`config.mk`:
```
export PLATFORM = sky130hd
export DESIGN_NAME = rxd_engine
export DESIGN_NICKNAME = d
export VERILOG_FILES = /design/src/rtl/rxd_pkg.sv /design/src/rtl/rxd_ring_ptr.sv /design/src/rtl/rxd_byte_writer.sv /design/src/rtl/rxd_miss_counter.sv /design/src/rtl/rxd_engine.sv
export SDC_FILE = /design/constraint.sdc
export NUM_CORES = 1
export LEC_CHECK = 0
export ABC_AREA = 1
export BUFFER_PORTS_ARGS = -buffer_cell sky130_fd_sc_hd__buf_2
export CAP_MARGIN = 20
export CORE_MARGIN = 2
export CORE_UTILIZATION = 48
export CTS_CLUSTER_DIAMETER = 50
export DETAILED_ROUTE_END_ITERATION = 10
export GPL_ROUTABILITY_DRIVEN = 0
export HOLD_SLACK_MARGIN = 0.15
export PLACE_DENSITY_LB_ADDON = 0.12
export SETUP_SLACK_MARGIN = 0.3
export SLEW_MARGIN = 20
export SYNTH_ARGS = -nofsm -noshare
export SYNTH_HDL_FRONTEND = slang
export SYNTH_HIERARCHICAL = 1
export SYNTH_SLANG_ARGS = --single-unit
```
`constraint.sdc`:
```
create_clock -name clk -period 2.7 [get_ports clk]
set_input_delay 0.405 -clock clk [delete_from_list [all_inputs] [get_ports clk]]
set_output_delay 0.405 -clock clk [all_outputs]
set_load 0.01 [all_outputs]
```
`src/rtl/rxd_pkg.sv`:
```
package rxd_pkg;

    localparam int STAT_W    = 16;
    localparam int LENF_W    = 16;
    localparam int ERR_IN_W  = 5;

    localparam int EMPTY_BIT = 15;
    localparam int WRAP_BIT  = 13;
    localparam int TRUNC_BIT = 0;
    localparam int ERR_LSB   = 1;

    localparam logic [31:0] RESTART_WORD = 32'h0100_0000;

    typedef enum logic [2:0] {
        S_PARK,
        S_FETCH,
        S_LOOK,
        S_ARMED,
        S_RECV,
        S_WBACK
    } rxd_state_e;

endpackage

```
`src/rtl/rxd_ring_ptr.sv`:
```
module rxd_ring_ptr #(
    parameter int IDX_W = 3
) (
    input  logic             clk,
    input  logic             rst_n,
    input  logic             advance,
    input  logic             wrap,
    output logic [IDX_W-1:0] idx
);

    always_ff @(posedge clk) begin
        if (!rst_n) begin
            idx <= '0;
        end else if (advance) begin
            if (wrap) idx <= '0;
            else      idx <= idx + 1'b1;
        end
    end

endmodule

```
`src/rtl/rxd_byte_writer.sv`:
```
module rxd_byte_writer #(
    parameter int ADDR_W  = 32,
    parameter int BUF_MAX = 1520
) (
    input  logic              clk,
    input  logic              rst_n,
    input  logic              take,
    input  logic              first,
    input  logic [7:0]        byte_in,
    input  logic [ADDR_W-1:0] base,
    output logic              wr_en,
    output logic [ADDR_W-1:0] wr_addr,
    output logic [7:0]        wr_data,
    output logic [15:0]       len,
    output logic              trunc
);

    localparam int CNT_W = $clog2(BUF_MAX + 1);

    logic [CNT_W-1:0] cnt;
    logic [CNT_W-1:0] slot;
    logic             room;

    always_comb begin
        slot = first ? '0 : cnt;
        room = (int'(slot) < BUF_MAX);
    end

    always_ff @(posedge clk) begin
        if (!rst_n) begin
            cnt     <= '0;
            trunc   <= 1'b0;
            wr_en   <= 1'b0;
            wr_addr <= '0;
            wr_data <= '0;
        end else begin
            wr_en <= 1'b0;
            if (take) begin
                trunc <= first ? 1'b0 : (trunc | ~room);
                if (room) begin
                    wr_en   <= 1'b1;
                    wr_addr <= base + ADDR_W'(slot);
                    wr_data <= byte_in;
                    cnt     <= slot + 1'b1;
                end
            end
        end
    end

    assign len = 16'(cnt);

endmodule

```
`src/rtl/rxd_miss_counter.sv`:
```
module rxd_miss_counter #(
    parameter int W = 16
) (
    input  logic         clk,
    input  logic         rst_n,
    input  logic         bump,
    output logic [W-1:0] count
);

    always_ff @(posedge clk) begin
        if (!rst_n) begin
            count <= '0;
        end else if (bump && (count != {W{1'b1}})) begin
            count <= count + 1'b1;
        end
    end

endmodule

```
`src/rtl/rxd_engine.sv`:
```
module rxd_engine
    import rxd_pkg::*;
#(
    parameter int ADDR_W  = 32,
    parameter int IDX_W   = 3,
    parameter int BUF_MAX = 1520,
    parameter int MISS_W  = 16
) (
    input  logic                clk,
    input  logic                rst_n,
    input  logic                rx_valid,
    input  logic [7:0]          rx_data,
    input  logic                rx_sof,
    input  logic                rx_eof,
    input  logic [4:0]          rx_err,
    input  logic                act_wr_en,
    input  logic [31:0]         act_wr_data,
    output logic                desc_rd_en,
    output logic [IDX_W-1:0]    desc_rd_idx,
    input  logic [15:0]         desc_rd_status,
    input  logic [ADDR_W-1:0]   desc_rd_buf,
    output logic                desc_wr_en,
    output logic [IDX_W-1:0]    desc_wr_idx,
    output logic [15:0]         desc_wr_status,
    output logic [15:0]         desc_wr_len,
    output logic                mem_wr_en,
    output logic [ADDR_W-1:0]   mem_wr_addr,
    output logic [7:0]          mem_wr_data,
    output logic                frame_done,
    output logic [MISS_W-1:0]   missed_count
);

    rxd_state_e state, state_nx;

    logic                restart;
    logic                restart_pend;
    logic                sof_seen;
    logic                start_ok;
    logic                take;
    logic                drop_start;
    logic [STAT_W-1:0]   cur_status;
    logic [ADDR_W-1:0]   cur_buf;
    logic [ERR_IN_W-1:0] err_q;
    logic [IDX_W-1:0]    ring_idx;
    logic [15:0]         fill_len;
    logic                fill_trunc;

    always_comb begin
        restart    = act_wr_en && (act_wr_data == RESTART_WORD);
        sof_seen   = rx_valid && rx_sof;
        start_ok   = (state == S_ARMED) && sof_seen;
        take       = start_ok || ((state == S_RECV) && rx_valid);
        drop_start = sof_seen && (state != S_ARMED) && (state != S_RECV);
    end

    // state register
    always_ff @(posedge clk) begin
        if (!rst_n) state <= S_PARK;
        else        state <= state_nx;
    end

    // next-state decode
    always_comb begin
        state_nx = state;
        unique case (state)
            S_PARK:  if (restart) state_nx = S_FETCH;
            S_FETCH: state_nx = S_LOOK;
            S_LOOK: begin
                if (desc_rd_status[EMPTY_BIT])           state_nx = S_ARMED;
                else if (restart_pend || restart)        state_nx = S_FETCH;
                else                                     state_nx = S_PARK;
            end
            S_ARMED: if (sof_seen) state_nx = rx_eof ? S_WBACK : S_RECV;
            S_RECV:  if (rx_valid && rx_eof) state_nx = S_WBACK;
            S_WBACK: state_nx = S_FETCH;
            default: state_nx = S_PARK;
        endcase
    end

    // output decode
    always_comb begin
        desc_rd_en     = (state == S_FETCH);
        desc_rd_idx    = ring_idx;
        desc_wr_en     = (state == S_WBACK);
        desc_wr_idx    = ring_idx;
        desc_wr_len    = fill_len;
        desc_wr_status = cur_status;
        desc_wr_status[EMPTY_BIT] = 1'b0;
        desc_wr_status[ERR_LSB +: ERR_IN_W] = err_q;
        desc_wr_status[TRUNC_BIT] = fill_trunc;
    end

    // descriptor, error and handshake registers
    always_ff @(posedge clk) begin
        if (!rst_n) begin
            cur_status   <= '0;
            cur_buf      <= '0;
            err_q        <= '0;
            restart_pend <= 1'b0;
            frame_done   <= 1'b0;
        end else begin
            frame_done <= (state == S_WBACK);
            if (state == S_LOOK) begin
                cur_status <= desc_rd_status;
                cur_buf    <= desc_rd_buf;
            end
            if (take && rx_eof) err_q <= rx_err;
            if (state == S_FETCH)     restart_pend <= restart;
            else if (state != S_PARK) restart_pend <= restart_pend | restart;
        end
    end

    rxd_ring_ptr #(
        .IDX_W(IDX_W)
    ) u_ring (
        .clk    (clk),
        .rst_n  (rst_n),
        .advance(state == S_WBACK),
        .wrap   (cur_status[WRAP_BIT]),
        .idx    (ring_idx)
    );

    rxd_byte_writer #(
        .ADDR_W (ADDR_W),
        .BUF_MAX(BUF_MAX)
    ) u_writer (
        .clk    (clk),
        .rst_n  (rst_n),
        .take   (take),
        .first  (start_ok),
        .byte_in(rx_data),
        .base   (cur_buf),
        .wr_en  (mem_wr_en),
        .wr_addr(mem_wr_addr),
        .wr_data(mem_wr_data),
        .len    (fill_len),
        .trunc  (fill_trunc)
    );

    rxd_miss_counter #(
        .W(MISS_W)
    ) u_miss (
        .clk  (clk),
        .rst_n(rst_n),
        .bump (drop_start),
        .count(missed_count)
    );

endmodule

```
# Yosys cells after proc, flatten, opt, wreduce, memory -nomap -nowiden

Cells that the tools add are included.

Input port bits: 99
Flip-flop bits (word level): 129

$add $sub $neg: 4
$lt $le $gt $ge: 1
Equal/unequal tests: 12
Bitwise operators: 3
Muxes and demuxes: 13
Reductions and logical operators: 17

Operators with widths:

| kind                                                                    | number |
|---|---|
| 32-bit by 11-bit adder with 32-bit output                               | 1 |
| 32-bit by 25-bit equality test with 1-bit output, second input constant | 1 |
| 3-bit one-hot mux with 6 select lines                                   | 1 |
| 16-bit by 1-bit adder with 16-bit output, second input constant         | 1 |
| 16-bit != test, second input constant                                   | 1 |
| 3-bit 2-to-1 mux                                                        | 4 |
| 11-bit by 1-bit adder with 11-bit output, second input constant         | 1 |
| 11-bit less-than comparator, second input constant                      | 1 |
| 11-bit 2-to-1 mux                                                       | 1 |
| 1-bit logical AND                                                       | 9 |
| 3-bit by 2-bit equality test with 1-bit output, second input constant   | 2 |
| 3-bit equality test, second input constant                              | 2 |
| 1-bit 2-to-1 mux                                                        | 6 |
| 2-bit != test, second input constant                                    | 2 |
| 2-bit AND reduction                                                     | 2 |
| 3-bit by 1-bit adder with 3-bit output, second input constant           | 1 |
| 3-bit by 1-bit equality test with 1-bit output, second input constant   | 1 |
| 3-bit zero test                                                         | 1 |
| 3-bit by 2-bit != test with 1-bit output, second input constant         | 1 |
| 3-bit != test, second input constant                                    | 1 |
| 3-bit AND reduction                                                     | 1 |
| 3-bit nonzero test                                                      | 1 |
| 1-bit logical OR                                                        | 2 |
| 2-bit 2-to-1 mux                                                        | 1 |
| 4 further kinds                                                         | 5 |

# Longest topological paths before layout

Depth after elaboration: 7
Depth in mapped cells: 21
Depth with buffers taken out: 20

# Hierarchy

Netlist, hierarchy kept.

By module, submodules not included:

| module           | instances | area an instance (µm²) | cells each |
|---|---|---|---|
| rxd_byte_writer  | 1         | 3603.5                 | 580 |
| rxd_engine       | 1         | 2094.5                 | 296 |
| rxd_miss_counter | 1         | 996.0                  | 149 |
| rxd_ring_ptr     | 1         | 141.4                  | 20 |

# Least setup slack after synthesis

OpenSTA, ideal clock, no wires.

Path type: register -> register
From: register state[0]
To: register u_writer.wr_addr[18]
Data arrival time: 2.451 ns
Path buffers: 1
Setup time: 0.113 ns
Setup slack: 0.136 ns
Stages on the path, launching flop included: 19
Required time: 2.587 ns
Path through: dfxtp_1 -> nand3_2 -> nor2_1 -> inv_4 -> buf_12 -> nand2_1 -> inv_1 -> ha_1 -> nand2_1 -> inv_1 -> nand3_1 -> nor2_1 -> nand3_2 -> nand2_2 -> nand2_2 -> nand2_1 -> nand2_1 -> o21ai_1 -> inv_1

Word-level cells in the longest chain between the ends: 5

Ends and longest elaborated chain:

| element                                                                           | line                  | text |
|---|---|---|
| from (decl)                                                                       | rxd_engine.sv:33      | `rxd_state_e state, state_nx;` |
| from (signal assigned)                                                            | rxd_engine.sv:59      | `else state <= state_nx;` |
| 3-bit by 2-bit equality test with 1-bit output *                                  | rxd_engine.sv:51      | `start_ok = (state == S_ARMED) && sof_seen;` |
| 1-bit logical AND *                                                               | rxd_engine.sv:51      |  |
| net start_ok                                                                      | rxd_engine.sv:38      | `logic start_ok;` |
| branches (longest 3 deep; another with 32-bit by 11-bit adder with 32-bit output) | n/a                   |  |
| to (signal assigned)                                                              | rxd_byte_writer.sv:42 | `wr_addr <= base + ADDR_W'(slot);` |
| to (decl)                                                                         | rxd_byte_writer.sv:12 | `output logic [ADDR_W-1:0] wr_addr,` |

Mark *: on every way through the listed nets, which the timed path passes.
A chain may end at the register's enable or synchronous reset.

# Worst setup path in the final report

From: register state[2]
To: register u_writer.wr_addr[18]

Same word-level chain as after synthesis.

==> impl_results.md <==
* Overall Power at 4.258 mW
* Period utilisation layout at 0.8591
* Clock root cell: clkbuf_16
* Top cells by area, synth: dfxtp_1, nor2_1, nand2_1, inv_1, o21ai_0
* Total grt overflow at 0
* ANT nets after route at 0
* Worst hold-check path type: input pin to flip-flop
* Clock sink count at between 100 and 150
* Arrival time worst endpoint at between 2 and 3 ns
* Compound-Gate Fraction of Synth Area at 0.1040
* Leak at between 4 and 5 nW
* Synthesis-to-layout area growth at 30.20%
* VDD IR max at 0.3902 mV
* H-tree Lvls at 4
* Core Area at about 14000 um2
* CTS clk-pin slew, worst paths at approximately 0.050 ns
* Total GRT Usage at 0.2409
* CP required at 3.01 ns
* YS warnings at 6
* Most frequent cells after synthesis: nor2_1, nand2_1, dfxtp_1, inv_1, o21ai_0
* FILL cells at 1325
* Max Freq at around 0.43 GHz
* Layout Nets at 1349
* Post-synth ARST share at 0
* Num ports at 197
* Pins Over Slew Limit at 0
* Clock Skew at approximately 0.0083 ns
* Count leader, synth: nor2_1
* Mux cell area share after synthesis at 0
* Die area at around 15000 um2
* Yosys top cell by area: dfxtp_1
* Routed vias at ~7100
* Setup_tns at 0 ns
* Share of the synthesized area in the top cell type at 0.3602
* Largest family of logic cells by synthesized area: simple AND/OR/NAND/NOR gates
* CTS Hold Bufs at 0
* Synth Area in Simple Gates at 0.3972
* Placed Area at 7804 um2
* Starting Density at 0.4924
* Row count at between 40 and 50
* Ys flop type: dfxtp_1
* Slew headroom at 0.3039
* Cell Pwr Density at around 480 nW/um2
* Outcome: finished, final reports clean
* CP Launch Type: flip-flop
* Synth Area in XOR/XNOR at 0.01153
* Hold Fails Final Rpt at 0
* Router iterations before antenna repair at 6
* Adder-Cell Fraction of Synth Area at 0.01464
* Hold Slack at between 0.2 and 0.25 ns
* Share of cells above drive strength 1 at 0.2985
* Critical Path Fanout Max at 7
* Skew-Pair Late Insertion Delay at approximately 0.42 ns
* DRT iter0 DRCs at between 300 and 400
* CTS tree: yes
* WL final at 18.52 mm
* Largest net degree at the start of global routing at 90
* Die Width at approximately 120 um
* DR DRC count at 0
* Mapped cell area at between 6000 and 7000 um2
* Via-to-Cell Ratio at about 5
* CTS Buf Count at 17
* Vias in the first global route at about 6000
* Sequential Area at 2471 um2
* Port buffer count at roughly 180
* CP endpoint kind: flip-flop
* Tmin final at between 2 and 2.5 ns
* Count of different cell masters after synthesis at 46
* Worst-Margin Slew at between 1 and 1.5 ns
* Multi-input combinational cell area at about 3900 um2
* Max_cap viols at 0
* Finished Cell Area at between 8000 and 9000 um2
* First-pass GRT wire length at 28.88 mm
* Die Height at roughly 120 um
* RSZ-0062 raised after global routing: yes
* Dpl hpwl at around 13 mm
* Synthesized instance count at 1045
* Mapped Avg Cell Area at between 6 and 7 um2
* Seq/Total Area, Yosys at 0.3602
* EDFF count, synth at 0
* Initial antenna violation count at 1
* Crit Path Class: flip-flop to flip-flop
* Clock Tree Buf Depth at 2
* Final Setup Violations at 0
* WL/cell at about 13 um
* Flops & latches, synth at roughly 120
-- sequential cells by signal, summed over array words and instances, names as in the netlist, 3 cells and up --
signal / flops
u_miss/count: 16
u_writer/cnt: 11
cur_buf: 32
u_writer/wr_data: 8
u_ring/idx: 3
state: 3
err_q: 5
cur_status: 9
u_writer/wr_addr: 32
-- critical path, cell delays in order, from the launching register on --
cell,delay [ns]
dfxtp_4,0.35
inv_4,0.07
nand3_4,0.07
nor2_4,0.20
clkinv_4,0.13
nand2_2,0.07
inv_1,0.07
ha_4,0.31
nand2_4,0.08
inv_4,0.07
nand3_4,0.09
nor2_4,0.14
nand3_2,0.10
nand2_4,0.11
nand2_2,0.06
nand2_1,0.06
nand2_1,0.05
o21ai_1,0.14
inv_1,0.05
-- power by group --
part	leakage (nW)	internal (mW)	switching, mW
clock	0.298	1.50	0.786
combinational	3.07	0.0693	0.0775
sequential	0.993	1.82	0.00434
total	4.36	3.39	0.868
-- logic make-up (layout without fill, tap and decap cells) --
group,count (synthesis),count (layout)
AOI/OAI and AO/OA,131,131
buffers and inverters,169,373
DFF,123,123
xor gates and xnor gates,9,9
adders and majority gates,8,8
other,2,7
and+or+nand+nor,603,603
-- final timing paths --
kind	startpoint	end	slack, ns	cells after the start
setup / recovery	state[2]$_SDFFE_PN0P_	u_writer/wr_addr[18]$_SDFFE_PN0P_	0.38	18
hold / removal	desc_rd_buf[27]	cur_buf[27]$_SDFFE_PN0N_	0.21	3
setup reg to reg	state[2]$_SDFFE_PN0P_	u_writer/wr_addr[18]$_SDFFE_PN0P_	0.38	18
hold reg to reg	err_q[2]$_SDFFE_PN0P_	err_q[2]$_SDFFE_PN0P_	0.47	2
-- per-stage QoR --
| stage | utilization | setup WS, ns | instances |
|---|---|---|---|
| after global placement | 0.5622 | 0.1558 | 1380 |
| final | 0.6412 | 0.3805 | 1434 |
| after detailed placement | 0.5622 | 0.1065 | 1380 |
| after global routing | 0.6412 | 0.2368 | 1434 |
| after CTS | 0.6089 | 0.2922 | 1413 |
| after floorplan | - | 0.3050 | 1049 |
-- cells in the final DEF (no fill, tap or decap), types with 4 or more instances in the layout --
cell type	n
nor2_4	14
conb_1	6
o21ai_0	69
nand2_2	36
nand3_4	7
clkbuf_16	17
inv_1	114
ha_1	4
o21ai_1	14
xor2_1	5
ha_4	4
a21oi_1	30
nor2_2	15
nand2_4	16
nor3_1	9
buf_2	184
nand2_1	172
clkinv_2	7
dfxtp_1	120
inv_2	8
nand3_1	58
nand3_2	9
nand4_1	12
xnor2_1	4
nor2_1	242
buf_4	29
nor4_1	4
-- repair_timing --
item	CTS	global route
endpoints found under the setup margin	14	24
pin swaps	3	33
gates resized for setup	10	82
setup buffers	3	20
-- metal layers --
| metal | vias to the layer above | share of wire | track usage |
|---|---|---|---|
| li1 | 3669 | - | - |
| met3 | 29 | 0.059 | 0.05812 |
| met4 | 0 | 0.018 | 0.08239 |
| met5 | - | 0 | 0 |
| met2 | 212 | 0.49 | 0.4011 |
| met1 | 3171 | 0.44 | 0.3044 |
-- layout make-up --
type	count	area share
inverters	127	0.05511
diodes	1	0.0002812
clock inverters	9	0.01350
flip-flops and latches	123	0.2777
well taps	180	0.02531
clock buffers	21	0.05286
multi-input cells	757	0.4426
repair buffers	216	0.1327
(Power assumes the default switching activity.)
